--- config.mk ---
export PLATFORM = sky130hd
export DESIGN_NAME = prot_fault_sup
export DESIGN_NICKNAME = d
export VERILOG_FILES = /design/src/rtl/psup_pkg.sv /design/src/rtl/psup_consec_qual.sv /design/src/rtl/psup_ov_clamp.sv /design/src/rtl/psup_thermal.sv /design/src/rtl/prot_fault_sup.sv
export SDC_FILE = /design/constraint.sdc
export NUM_CORES = 1
export LEC_CHECK = 0
export BUFFER_PORTS_ARGS = -buffer_cell sky130_fd_sc_hd__buf_2
export CORE_UTILIZATION = 59
export CTS_BUF_LIST = sky130_fd_sc_hd__clkbuf_4
export CTS_CLUSTER_DIAMETER = 150
export DETAILED_ROUTE_END_ITERATION = 10
export HOLD_SLACK_MARGIN = 0.15
export PLACE_DENSITY = 0.79
export SETUP_SLACK_MARGIN = 0.3
export SLEW_MARGIN = 5
export SYNTH_ARGS = -nofsm -noshare
export SYNTH_HDL_FRONTEND = slang
export SYNTH_HIERARCHICAL = 1
export SYNTH_SLANG_ARGS = --single-unit
--- constraint.sdc ---
create_clock -name clk -period 2.4 [get_ports clk]
set_input_delay 0.12 -clock clk [delete_from_list [all_inputs] [get_ports clk]]
set_output_delay 0.12 -clock clk [all_outputs]
set_load 0.05 [all_outputs]
--- src/rtl/psup_pkg.sv ---
// Package for the protection fault supervisor.
// Holds the gate-override mode, the override bundle, and the decode between them.
package psup_pkg;

    typedef enum logic [2:0] {
        GM_RUN        = 3'd0,
        GM_TRUNC      = 3'd1,
        GM_CLAMP_LS   = 3'd2,
        GM_CLAMP_IDLE = 3'd3,
        GM_SHUTDOWN   = 3'd4
    } gate_mode_e;

    typedef struct packed {
        logic hs_off;
        logic ls_on;
        logic both_off;
    } gate_ovr_t;

    // Maps a gate mode to the three override lines.
    function automatic gate_ovr_t decode_mode(gate_mode_e m);
        gate_ovr_t o;
        o = '0;
        case (m)
            GM_TRUNC:      o.hs_off = 1'b1;
            GM_CLAMP_LS:   begin o.hs_off = 1'b1; o.ls_on = 1'b1; end
            GM_CLAMP_IDLE: o.hs_off = 1'b1;
            GM_SHUTDOWN:   begin o.hs_off = 1'b1; o.both_off = 1'b1; end
            default:       o = '0;
        endcase
        return o;
    endfunction

endpackage

--- src/rtl/psup_consec_qual.sv ---
// Consecutive switching-cycle qualifier.
// Counts cycle ticks at which cond is high and latches after RUN_LEN of them in a row.
// A tick with cond low restarts the count. While arm is low the count is held at zero.
// Assumes tick is a one-clock pulse; clr is the synchronous fault-clear pulse.
module psup_consec_qual #(
    parameter int unsigned RUN_LEN = 16
) (
    input  logic clk,
    input  logic rst_n,
    input  logic clr,
    input  logic arm,
    input  logic tick,
    input  logic cond,
    output logic latched
);
    localparam int unsigned CW   = (RUN_LEN > 1) ? $clog2(RUN_LEN) : 1;
    localparam logic [CW-1:0] LAST = CW'(RUN_LEN - 1);

    logic [CW-1:0] cnt_q;
    logic          lat_q;

    // Run counter and sticky latch.
    always_ff @(posedge clk) begin
        if (!rst_n || clr) begin
            cnt_q <= '0;
            lat_q <= 1'b0;
        end else if (!arm) begin
            cnt_q <= '0;
        end else if (tick) begin
            if (!cond) begin
                cnt_q <= '0;
            end else if (cnt_q == LAST) begin
                lat_q <= 1'b1;
            end else begin
                cnt_q <= cnt_q + 1'b1;
            end
        end
    end

    assign latched = lat_q;


    lat_hold_chk: assert property (@(posedge clk) disable iff (!rst_n)
        (latched && !clr) |=> latched);


    lat_cause_chk: assert property (@(posedge clk) disable iff (!rst_n)
        $rose(latched) |-> $past(tick && cond && arm));

endmodule

--- src/rtl/psup_ov_clamp.sv ---
// Overvoltage qualifier and low-side clamp.
// Latches after ov_flag has held for BLANK_CLKS clock edges in a row; a low edge restarts the count.
// Once latched, the low side is pulled on and released in a hysteretic way:
// it turns off when feedback falls below the lower undervoltage level,
// and turns on again when feedback rises above the upper undervoltage level.
module psup_ov_clamp #(
    parameter int unsigned BLANK_CLKS = 75000
) (
    input  logic clk,
    input  logic rst_n,
    input  logic clr,
    input  logic ov_flag,
    input  logic uv_flag,
    input  logic uv_rel_flag,
    output logic ov_lat,
    output logic clamp_on
);
    localparam int unsigned BW   = (BLANK_CLKS > 1) ? $clog2(BLANK_CLKS) : 1;
    localparam logic [BW-1:0] LAST = BW'(BLANK_CLKS - 1);

    logic [BW-1:0] blank_q;
    logic          lat_q;
    logic          clamp_q;

    // Blanking counter and overvoltage latch.
    always_ff @(posedge clk) begin
        if (!rst_n || clr) begin
            blank_q <= '0;
            lat_q   <= 1'b0;
        end else if (!ov_flag) begin
            blank_q <= '0;
        end else if (blank_q == LAST) begin
            lat_q <= 1'b1;
        end else begin
            blank_q <= blank_q + 1'b1;
        end
    end

    // Hysteretic low-side clamp state.
    always_ff @(posedge clk) begin
        if (!rst_n || clr) begin
            clamp_q <= 1'b0;
        end else if (!lat_q) begin
            clamp_q <= ov_flag && (blank_q == LAST);
        end else if (uv_flag) begin
            clamp_q <= 1'b0;
        end else if (uv_rel_flag) begin
            clamp_q <= 1'b1;
        end
    end

    assign ov_lat   = lat_q;
    assign clamp_on = clamp_q;


    ov_cause_chk: assert property (@(posedge clk) disable iff (!rst_n)
        $rose(ov_lat) |-> $past(ov_flag));


    clamp_release_chk: assert property (@(posedge clk) disable iff (!rst_n)
        (ov_lat && uv_flag && !clr) |=> !clamp_on);


    clamp_only_in_fault_chk: assert property (@(posedge clk) disable iff (!rst_n)
        clamp_on |-> ov_lat);

endmodule

--- src/rtl/psup_thermal.sv ---
// Thermal shutdown with two-threshold hysteresis.
// Set while the die is above the upper threshold, and released only once it is below the lower one.
// If both flags are seen at once, the hot flag wins. The state is not latched and ignores the fault-clear pulse.
module psup_thermal (
    input  logic clk,
    input  logic rst_n,
    input  logic temp_hot,
    input  logic temp_cool,
    output logic active
);
    logic act_q;

    // Hysteresis state.
    always_ff @(posedge clk) begin
        if (!rst_n) begin
            act_q <= 1'b0;
        end else if (temp_hot) begin
            act_q <= 1'b1;
        end else if (temp_cool) begin
            act_q <= 1'b0;
        end
    end

    assign active = act_q;


    therm_set_chk: assert property (@(posedge clk) disable iff (!rst_n)
        temp_hot |=> active);


    therm_hold_chk: assert property (@(posedge clk) disable iff (!rst_n)
        (active && !temp_cool) |=> active);

endmodule

--- src/rtl/prot_fault_sup.sv ---
// Protection fault supervisor for a synchronous step-down controller.
// Qualifies overcurrent, undervoltage, overvoltage and thermal events, each by its own rule,
// and picks one gate-override mode. The priority order is overvoltage clamp, then shutdown,
// then per-cycle truncation, then normal run.
// Assumes cyc_tick is a one-clock pulse per switching cycle and that the comparator flags are
// already synchronous to clk.
module prot_fault_sup
    import psup_pkg::*;
#(
    parameter int unsigned OC_CYCLES  = 16,
    parameter int unsigned UV_CYCLES  = 8,
    parameter int unsigned OV_BLANK_CLKS = 75000
) (
    input  logic clk,
    input  logic rst_n,
    input  logic por_pulse,
    input  logic cyc_tick,
    input  logic oc_flag,
    input  logic oc_en,
    input  logic uv_flag,
    input  logic uv_rel_flag,
    input  logic ov_flag,
    input  logic temp_hot,
    input  logic temp_cool,
    output logic hs_off,
    output logic ls_on,
    output logic both_off,
    output logic oc_latched,
    output logic uv_latched,
    output logic ov_latched,
    output logic thermal_active,
    output logic fault_any
);
    logic       oc_live;
    logic       trunc_q;
    logic       oc_lat, uv_lat, ov_lat, clamp_on, therm;
    gate_mode_e mode;
    gate_ovr_t  ovr;

    assign oc_live = oc_flag && oc_en;

    psup_consec_qual #(.RUN_LEN(OC_CYCLES)) u_oc_qual (
        .clk(clk), .rst_n(rst_n), .clr(por_pulse), .arm(oc_en),
        .tick(cyc_tick), .cond(oc_flag), .latched(oc_lat)
    );

    psup_consec_qual #(.RUN_LEN(UV_CYCLES)) u_uv_qual (
        .clk(clk), .rst_n(rst_n), .clr(por_pulse), .arm(!ov_lat),
        .tick(cyc_tick), .cond(uv_flag), .latched(uv_lat)
    );

    psup_ov_clamp #(.BLANK_CLKS(OV_BLANK_CLKS)) u_ov (
        .clk(clk), .rst_n(rst_n), .clr(por_pulse), .ov_flag(ov_flag),
        .uv_flag(uv_flag), .uv_rel_flag(uv_rel_flag),
        .ov_lat(ov_lat), .clamp_on(clamp_on)
    );

    psup_thermal u_therm (
        .clk(clk), .rst_n(rst_n), .temp_hot(temp_hot), .temp_cool(temp_cool),
        .active(therm)
    );

    // Holds the high-side truncation for the rest of the switching cycle.
    always_ff @(posedge clk) begin
        if (!rst_n || por_pulse) begin
            trunc_q <= 1'b0;
        end else if (oc_live) begin
            trunc_q <= 1'b1;
        end else if (cyc_tick || !oc_en) begin
            trunc_q <= 1'b0;
        end
    end

    // Priority selection of the gate-override mode.
    always_comb begin
        if (ov_lat) begin
            mode = clamp_on ? GM_CLAMP_LS : GM_CLAMP_IDLE;
        end else if (oc_lat || uv_lat || therm) begin
            mode = GM_SHUTDOWN;
        end else if (oc_live || trunc_q) begin
            mode = GM_TRUNC;
        end else begin
            mode = GM_RUN;
        end
    end

    assign ovr            = decode_mode(mode);
    assign hs_off         = ovr.hs_off;
    assign ls_on          = ovr.ls_on;
    assign both_off       = ovr.both_off;
    assign oc_latched     = oc_lat;
    assign uv_latched     = uv_lat;
    assign ov_latched     = ov_lat;
    assign thermal_active = therm;
    assign fault_any      = oc_lat || uv_lat || ov_lat;


    ov_priority_chk: assert property (@(posedge clk) disable iff (!rst_n)
        ov_latched |-> !both_off);


    gate_excl_chk: assert property (@(posedge clk) disable iff (!rst_n)
        !(ls_on && both_off));


    trunc_hold_chk: assert property (@(posedge clk) disable iff (!rst_n)
        (oc_live && !por_pulse && !ov_latched) |=> (hs_off || !oc_en));


    oc_disabled_chk: assert property (@(posedge clk) disable iff (!rst_n)
        (!oc_en && !oc_latched && !por_pulse) |=> !oc_latched);

endmodule

# Word-level counts from Yosys, hierarchy flattened
# Index checks and enable logic that the tools add are counted.
# totals
ff_bits,30
input_bits,11
output_inout_bits,8
wordCells,64
# op_classes
n_addsub,3
eq_ne,10
muxes,18
n_bitwise,3
reduce_logical,21
# op_table
operator,count
$add A17 B1 Y17 const B,1
$eq A17 B17 Y1 const B,1
$mux W1,12
$mux W3,4
$mux W4,2
$reduce_and A4 Y1,2
$eq A3 B2 Y1 const B,2
$eq A3 B3 Y1 const B,2
$logic_or A1 B1 Y1,6
$reduce_and A2 Y1,3
$reduce_or A2 Y1,3
$add A4 B1 Y4 const B,1
$eq A4 B4 Y1 const B,1
$ne A2 B2 Y1 const B,2
$reduce_bool A2 Y1,2
$reduce_or A4 Y1,1
$add A3 B1 Y3 const B,1
$eq A3 B1 Y1 const B,1
$ne A3 B3 Y1 const B,1
$not A1 Y1,3
$logic_and A1 B1 Y1,2
$logic_not A1 Y1,2

# Logic depth before layout (Yosys ltp)
# Gate-level depths: netlist of the first run.
# depth
word_depth,8
mapped_depth,5

# Cells and area by module
# The synthesis of the first run kept the hierarchy.
# modules_own_cells
mod,instances,cells_each,area_per_inst_um2
psup_ov_clamp,1,102,903.4
psup_consec_qual at u_oc_qual,1,27,250.2
psup_consec_qual at u_uv_qual,1,21,232.7
prot_fault_sup,1,12,78.8
psup_thermal,1,3,41.3

# Least setup slack after synthesis of the first run
# OpenSTA, ideal clock, no wires.
# synth_timing
path_type,register -> register
from,register u_ov.blank_q[0]
to,register u_ov.blank_q[16]
t_arrival_ns,1.592
required_ns,2.284
slack_ns,0.692
stages_incl_launch_ff,6
period_less_slack_ns,1.708
cell_sequence,dfxtp_1 -> ha_1 -> nand4_1 -> nor4_2 -> a31oi_1 -> a41o_1
# synth_between
elab_chain_len,1
word_cells_on_any_way,2
cone_classes,1 x add/sub; 1 x eq/ne
# synth_lines
element,line,source
from (decl),psup_ov_clamp.sv:21,logic [BW-1:0] blank_q;
from (signal assigned),psup_ov_clamp.sv:35,blank_q <= blank_q + 1'b1;
$add A17 B1 Y17 or $eq A17 B17 Y1 (tied branches),"psup_ov_clamp.sv:35, psup_ov_clamp.sv:32",
# Several ways; a longest one is shown, not always the timed one.
# A chain may end at the register's enable or synchronous reset.

# Worst setup path in the final report of the first run
# layout_timing
from,input rst_n
to,register trunc_q
# layout_between
elab_chain_len,2
# layout_lines
element,line,source
from (decl),prot_fault_sup.sv:15,"input logic rst_n,"
$logic_not A1 Y1,prot_fault_sup.sv:65,if (!rst_n || por_pulse) begin
$logic_or A1 B1 Y1,prot_fault_sup.sv:65,
to (signal assigned),prot_fault_sup.sv:66,trunc_q <= 1'b0;
to (signal assigned),prot_fault_sup.sv:68,trunc_q <= 1'b1;
to (signal assigned),prot_fault_sup.sv:70,trunc_q <= 1'b0;
to (decl),prot_fault_sup.sv:35,logic trunc_q;
# Every way passes these cells.

==> results of run 1 <==
[sequential cells by signal (all words and copies together), names as in the netlist]
register / count
u_uv_qual/cnt_q: 3
u_ov/ov_lat: 1
u_therm/active: 1
u_oc_qual/cnt_q: 4
u_ov/blank_q: 17
u_uv_qual/latched: 1
trunc_q: 1
u_ov/clamp_on: 1
u_oc_qual/latched: 1
[metal layers]
layer	GRT usage, %	vias to the layer above
li1	-	687
met1	37.0	636
met2	54.2	66
met3	7.25	15
met4	20.2	0
met5	0	-
[worst register-to-register path, cell delays in order (launching register included)]
cell and delay, ps:
dfxtp_1 380, ha_1 220, nand4_1 300, nor4_4 570, mux2i_1 240, nor2_1 50
[cells by family after synthesis]
| family | share of synthesized area [%] |
|---|---|
| buffers and inverters | 2.24 |
| adders and majority gates | 3.32 |
| AOI/OAI and AO/OA | 17.7 |
| muxes | 0.664 |
| xor gates and xnor gates | 3.49 |
| DFF | 39.9 |
| and+or+nand+nor | 32.7 |
[power breakdown]
| part | total, uW | internal, uW | switching, uW |
|---|---|---|---|
| Sequential | 504 | 501 | 3.15 |
| Clock | 307 | 133 | 174 |
| Combinational | 82.5 | 33.5 | 49.0 |
[repair_timing]
item	in CTS	in global routing
endpoints found under the hold margin	12	0
endpoints found under the setup margin	0	4
gates resized for setup	0	2
hold buffers	11	0
[through the flow]
stage / hold WS, ps / instances / total power [uW] / setup slack, ps / util (%)
global placement: 328 / 209 / 576 / 597 / 70.0
detailed placement: 341 / 209 / 580 / 438 / 70.0
CTS: 156 / 227 / 887 / 405 / 77.1
floorplan: 190 / 165 / 552 / 692 / -
finish: 177 / 227 / 893 / 380 / 77.5
global route: 210 / 227 / 921 / 309 / 77.5
[path summary, 6_finish.rpt]
check | from | to | depth (start not counted)
worst max-delay path | rst_n | trunc_q | 6
worst min-delay path | cyc_tick | u_oc_qual/cnt_q[2] | 2
worst max register to register | u_ov/blank_q[0] | u_ov/blank_q[1] | 5
worst min register to register | u_uv_qual/cnt_q[0] | u_uv_qual/cnt_q[0] | 2
[layout make-up]
type	count	share of cell area, %
Inverter	7	1.46
Tap cell	28	1.95
Clock buffer	7	2.92
Multi-Input combinational cell	126	49.0
Sequential cell	30	33.4
Timing Repair Buffer	29	11.3
[synthesized netlist by cell type (2+ instances only)]
cell	instances	area, sq um
nand4b_1	6	52.6
nand2_1	12	45.0
a31oi_1	4	25.0
nand3_1	5	25.0
xnor2_1	4	35.0
dfxtp_1	30	601
clkbuf_1	2	7.51
and2_1	2	12.5
o22ai_1	2	12.5
nand2b_1	2	12.5
nor3_1	4	20.0
a21oi_1	12	60.1
nor2_1	14	52.6
nor4_2	2	25.0
nand3b_1	5	37.5
or3_1	4	25.0
inv_1	7	26.3
ha_1	4	50.1
nand4_1	3	18.8
xor2_1	2	17.5
a211oi_1	3	22.5
a31o_2	3	26.3
o21ai_0	8	40.0
[layout by cell type (no fill, tap or decap), types with 2 or more instances in the layout]
cell           synthesis  final
a211oi_1               3      3
a21oi_1               12     12
a31o_2                 3      3
a31oi_1                4      4
and2_1                 2      2
buf_2                  0     17
clkbuf_4               0      8
dfxtp_1               30     30
dlygate4sd3_1          0     11
ha_1                   4      4
inv_1                  7      7
nand2_1               12     12
nand2b_1               2      2
nand3_1                5      5
nand3b_1               5      5
nand4_1                3      3
nand4b_1               6      6
nor2_1                14     14
nor3_1                 4      4
nor4_4                 1      2
o21ai_0                8      8
o22ai_1                2      2
or3_1                  4      4
xnor2_1                4      4
xor2_1                 2      2
==> reports/qor.log, run 1 <==
[status] result of the run finished, final reports clean
[drt] final routed wirelength across all metal layers 3740 microns
[yosys] Post-Synthesis Net Count 180
[min_path] hold crit path type primary input to register
[drt] metal2 WL 1760 microns
[timing] Tmin final 2020 ps
[drt] vias per inst 6.19
[flow_run] max-cap viol count 0
[grt] global-route usage over all layers 32.4%
[final_layout] Final Net Count 214
[cts] TritonCTS Sinks 30
[pwr] VDD IR max 0.417 mV
[critical_path] peak per-stage delay on the critical path 590 ps
[drt] wire length the detailed router placed on met1 1640 microns
[grt] number of antenna violations at the first check in global routing 0
[final_layout] area used by multi-input combinational logic 881 sq um
[pwr] static leakage 0.000704 uW
[critical_path] kind of cell adding the most delay to the critical path buffers and inverters
[critical_path] CP bufs+invs 4
[timing] sum of negative setup slack 0 ps
[critical_path] type of the worst setup path primary input to register
[final_layout] Fill cells 169
[critical_path] CP required 2690 ps
[grt] maximum number of pins on one net before global-route repair 18
[critical_path] slowest library cell on the worst path dlygate4sd3_1
[place] Post-DP HPWL 2260 microns
[yosys] part of the Yosys area used for sequential elements 39.9%
[critical_path] Critical Path Fanout Max 13
[critical_path] Critical Path Sink Type register
[timing] f_max 495 MHz
[drt] number of remaining DRC errors 0
[cts] CTS tree done
[final_layout] Area growth syn-to-layout 19.4%
[place] Port Buffers 18
[timing] actual slew at the worst max-slew pin 680 ps
[yosys] prevailing post-synth register cell dfxtp_1
[yosys] Yosys Warn Count 6
[grt] global-route wire length before repair 6330 microns
[yosys] synthesis-stage register bit count 30
[cts] clock input transition at the sequential cells of the worst setup and hold paths 90 ps
[floorplanning] area of the die 2760 sq um
[place] placed cell area 1620 sq um
[critical_path] dominant cell type by count on the critical path dlygate4sd3_1
[timing] Final Hold Viols 0
[drt] DR vias 1404
[pwr] power density over cell area 497 nW/um^2
[floorplanning] die extent in y 52.5 microns
[timing] slew margin rel. 54.6%
[cts] clock insertion delay at the later pin of the skew report 340 ps
[cts] number of levels in the clock H-tree 2
[final_layout] share of layout cells above drive strength 1 20.6%
[yosys] Mapped Cells 165
[cts] clock root cell clkbuf_4
[floorplanning] IO Pins 19
[timing] total count of max-transition violations in the final report 0
[drt] count of nets left with antenna violations after detail routing 0
[place] global placer's final weighted congestion 0.784
[critical_path] reg2reg setup slack 510 ps
[drt] drt initial violations 48
[grt] total grt overflow 0
[cts] Num CTS Buffers 5
[final_layout] final instance area 1800 sq um
[yosys] per-instance average area after synthesis 9.13 sq um
[drt] routed wire length on met3 199 microns
[drt] first-pass iteration count of the detailed router 4
[timing] worst setup skew after layout 9.18 ps
[floorplanning] die width 52.5 microns
[grt] number of global-route vias before repair 1365
[timing] final setup violation count 0
[final_layout] storage element area 601 sq um
[yosys] distinct cell type count after synthesis 48
[yosys] Synth Cell Area 1510 sq um
[critical_path] worst path cell trace dlygate4sd3_1 -> clkbuf_4 -> nand2_1 -> dlygate4sd3_1 -> a211oi_1 -> dlygate4sd3_1
[drt] final routed wire length divided by cell count 16.5 microns
[cts] maximum root-to-sink buffer count 2
[floorplanning] site row count 17
[floorplanning] starting density of the core 65.0%
[floorplanning] Std-Cell Core Area 2320 sq um
[yosys] number of synthesized flops with an enable pin 0
[critical_path] arrival time at the worst endpoint 2310 ps
[final_layout] antenna diode instance count 0
[timing] final critical-path share of the clock period 84.2%
[timing] unrepaired setup endpoints after global routing false
[drt] highest signal layer in the routed design met4
[critical_path] startpoint types primary input
[cts] post-CTS setup buffer count 0
[yosys] share of flip-flops with an asynchronous set or reset 0%
Power figures use the tool's default switching activity.
==> inputs of run 2 (changes only) <==
clock period = 2 ns   (was 2.4 ns; I/O delays follow)
==> reports/qor.log, run 2 (same netlist as run 1, synthesis figures left out) <==
[drt] count of nets left with antenna violations after detail routing 0
[timing] final critical-path share of the clock period 89.2%
[grt] maximum number of pins on one net before global-route repair 18
[floorplanning] die extent in y 52.5 microns
[cts] clock insertion delay at the later pin of the skew report 330 ps
[critical_path] startpoint types register
[cts] CTS tree done
[cts] Num CTS Buffers 5
[final_layout] share of layout cells above drive strength 1 30.4%
[status] result of the run finished, final reports clean
[final_layout] top register by number of flip-flops u_ov/blank_q
[grt] global-route usage over all layers 30.9%
[drt] DR vias 1481
[final_layout] most common cell after layout, fill and taps aside dfxtp_1
[timing] final setup violation count 0
[flow_run] max-cap viol count 0
[timing] Final Hold Viols 0
[critical_path] type of the worst setup path register to register
[pwr] static leakage 0.000802 uW
[critical_path] worst path cell trace or4bb_4 -> nor4_4 -> buf_6 -> mux2i_1 -> nor2_1
[min_path] hold crit path type primary input to register
[critical_path] peak per-stage delay on the critical path 540 ps
[timing] slew margin rel. 54.4%
[final_layout] Final Net Count 228
[floorplanning] Std-Cell Core Area 2320 sq um
[floorplanning] die width 52.5 microns
[final_layout] storage element area 614 sq um
[place] Port Buffers 18
[timing] unrepaired setup endpoints after global routing true
[critical_path] slowest library cell on the worst path or4bb_4
[floorplanning] starting density of the core 65.0%
[critical_path] arrival time at the worst endpoint 1970 ps
[drt] drt initial violations 49
[timing] Tmin final 1780 ps
[final_layout] top library cells by usage in the layout, fill and taps aside dfxtp_1, buf_2, nor2_1
[drt] final routed wirelength across all metal layers 3920 microns
[critical_path] Critical Path Fanout Max 6
[timing] sum of negative setup slack 0 ps
[grt] total grt overflow 0
[timing] total count of max-transition violations in the final report 0
[final_layout] Area growth syn-to-layout 31.4%
[final_layout] Util after Layout 85.4%
[place] global placer's final weighted congestion 0.785
[cts] TritonCTS Sinks 30
[drt] wire length the detailed router placed on met1 1640 microns
[pwr] power density over cell area 658 nW/um^2
[timing] worst setup skew after layout 8.95 ps
[drt] metal2 WL 2010 microns
[critical_path] Critical Path Sink Type register
[place] Post-DP HPWL 2270 microns
[drt] highest signal layer in the routed design met4
[pwr] VDD IR max 0.591 mV
[drt] routed wire length on met3 174 microns
[final_layout] largest registers ranked by flip-flop count u_ov/blank_q x17, u_oc_qual/cnt_q x4, u_uv_qual/cnt_q x3
[cts] number of levels in the clock H-tree 2
[drt] first-pass iteration count of the detailed router 4
[cts] clock root cell clkbuf_4
[floorplanning] IO Pins 19
[critical_path] CP required 2190 ps
[drt] vias per inst 6.12
[grt] number of antenna violations at the first check in global routing 0
[final_layout] max reg flops 17
[floorplanning] area of the die 2760 sq um
[grt] global-route wire length before repair 6090 microns
[drt] final routed wire length divided by cell count 16.2 microns
[cts] clock input transition at the sequential cells of the worst setup and hold paths 100 ps
[timing] actual slew at the worst max-slew pin 681 ps
[timing] f_max 561 MHz
[final_layout] antenna diode instance count 0
[floorplanning] site row count 17
[drt] number of remaining DRC errors 0
[final_layout] area used by multi-input combinational logic 887 sq um
[final_layout] Fill cells 125
[cts] maximum root-to-sink buffer count 2
[grt] number of global-route vias before repair 1449
==> run 2: worst paths after layout <==
path / from / to / slack, ps / cells after the start
worst max-delay path: u_ov/blank_q[10] / u_ov/blank_q[1] / 220 / 5
worst min register to register: u_uv_qual/cnt_q[0] / u_uv_qual/cnt_q[0] / 490 / 2
worst max register to register: u_ov/blank_q[10] / u_ov/blank_q[1] / 220 / 5
worst min-delay path: cyc_tick / u_oc_qual/cnt_q[0] / 170 / 3
==> run 2: where the power goes <==
| group | leakage, uW | internal [uW] | total (uW) | switching (uW) |
|---|---|---|---|---|
| logic | 0.000502 | 39.1 | 96.7 | 57.6 |
| registers | 0.000247 | 600 | 603 | 3.47 |
| clock network | 0.0000528 | 385 | 603 | 217 |
| total | 0.000802 | 1020 | 1300 | 279 |
==> run 2: critical path: cells and delay by family, from the launching register on <==
kind                   cells  cell delay (ps)
DFF                        1              350
buffers and inverters      1              170
muxes                      1              220
and+or+nand+nor            3              920
==> run 2: repair_timing <==
action / CTS / global route
gates resized for setup: 5 / 9
setup endpoints to repair: 9 / 11
setup buffers: 7 / 4
pin swaps: 5 / 3
hold endpoints to repair: 13 / 0
hold buffers: 12 / 0
==> run 2: cell type report <==
type                    instances  area share [%]
multi-input cells             126            44.8
flip-flops and latches         30            31.0
repair buffers                 43            15.9
clock inverters                 3            3.22
clock buffers                   5            1.90
well taps                      28            1.77
inverters                       7            1.33
==> run 2: routing by layer <==
metal / GRT usage [%] / up-vias
met4: 16.7 / 0
li1: - / 715
met2: 54.4 / 51
met3: 7.83 / 11
met1: 33.5 / 704
met5: 0 / -
==> run 2: through the flow <==
stage	hold slack [ps]	power [uW]	instance area (sq um)	setup WS [ps]	cells
global route	184	1340	1980	187	242
CTS	172	1300	1930	233	238
finish	171	1300	1980	217	242
floorplan	170	662	1520	318	165
detailed placement	321	696	1650	87.9	211
global placement	308	692	1650	207	211
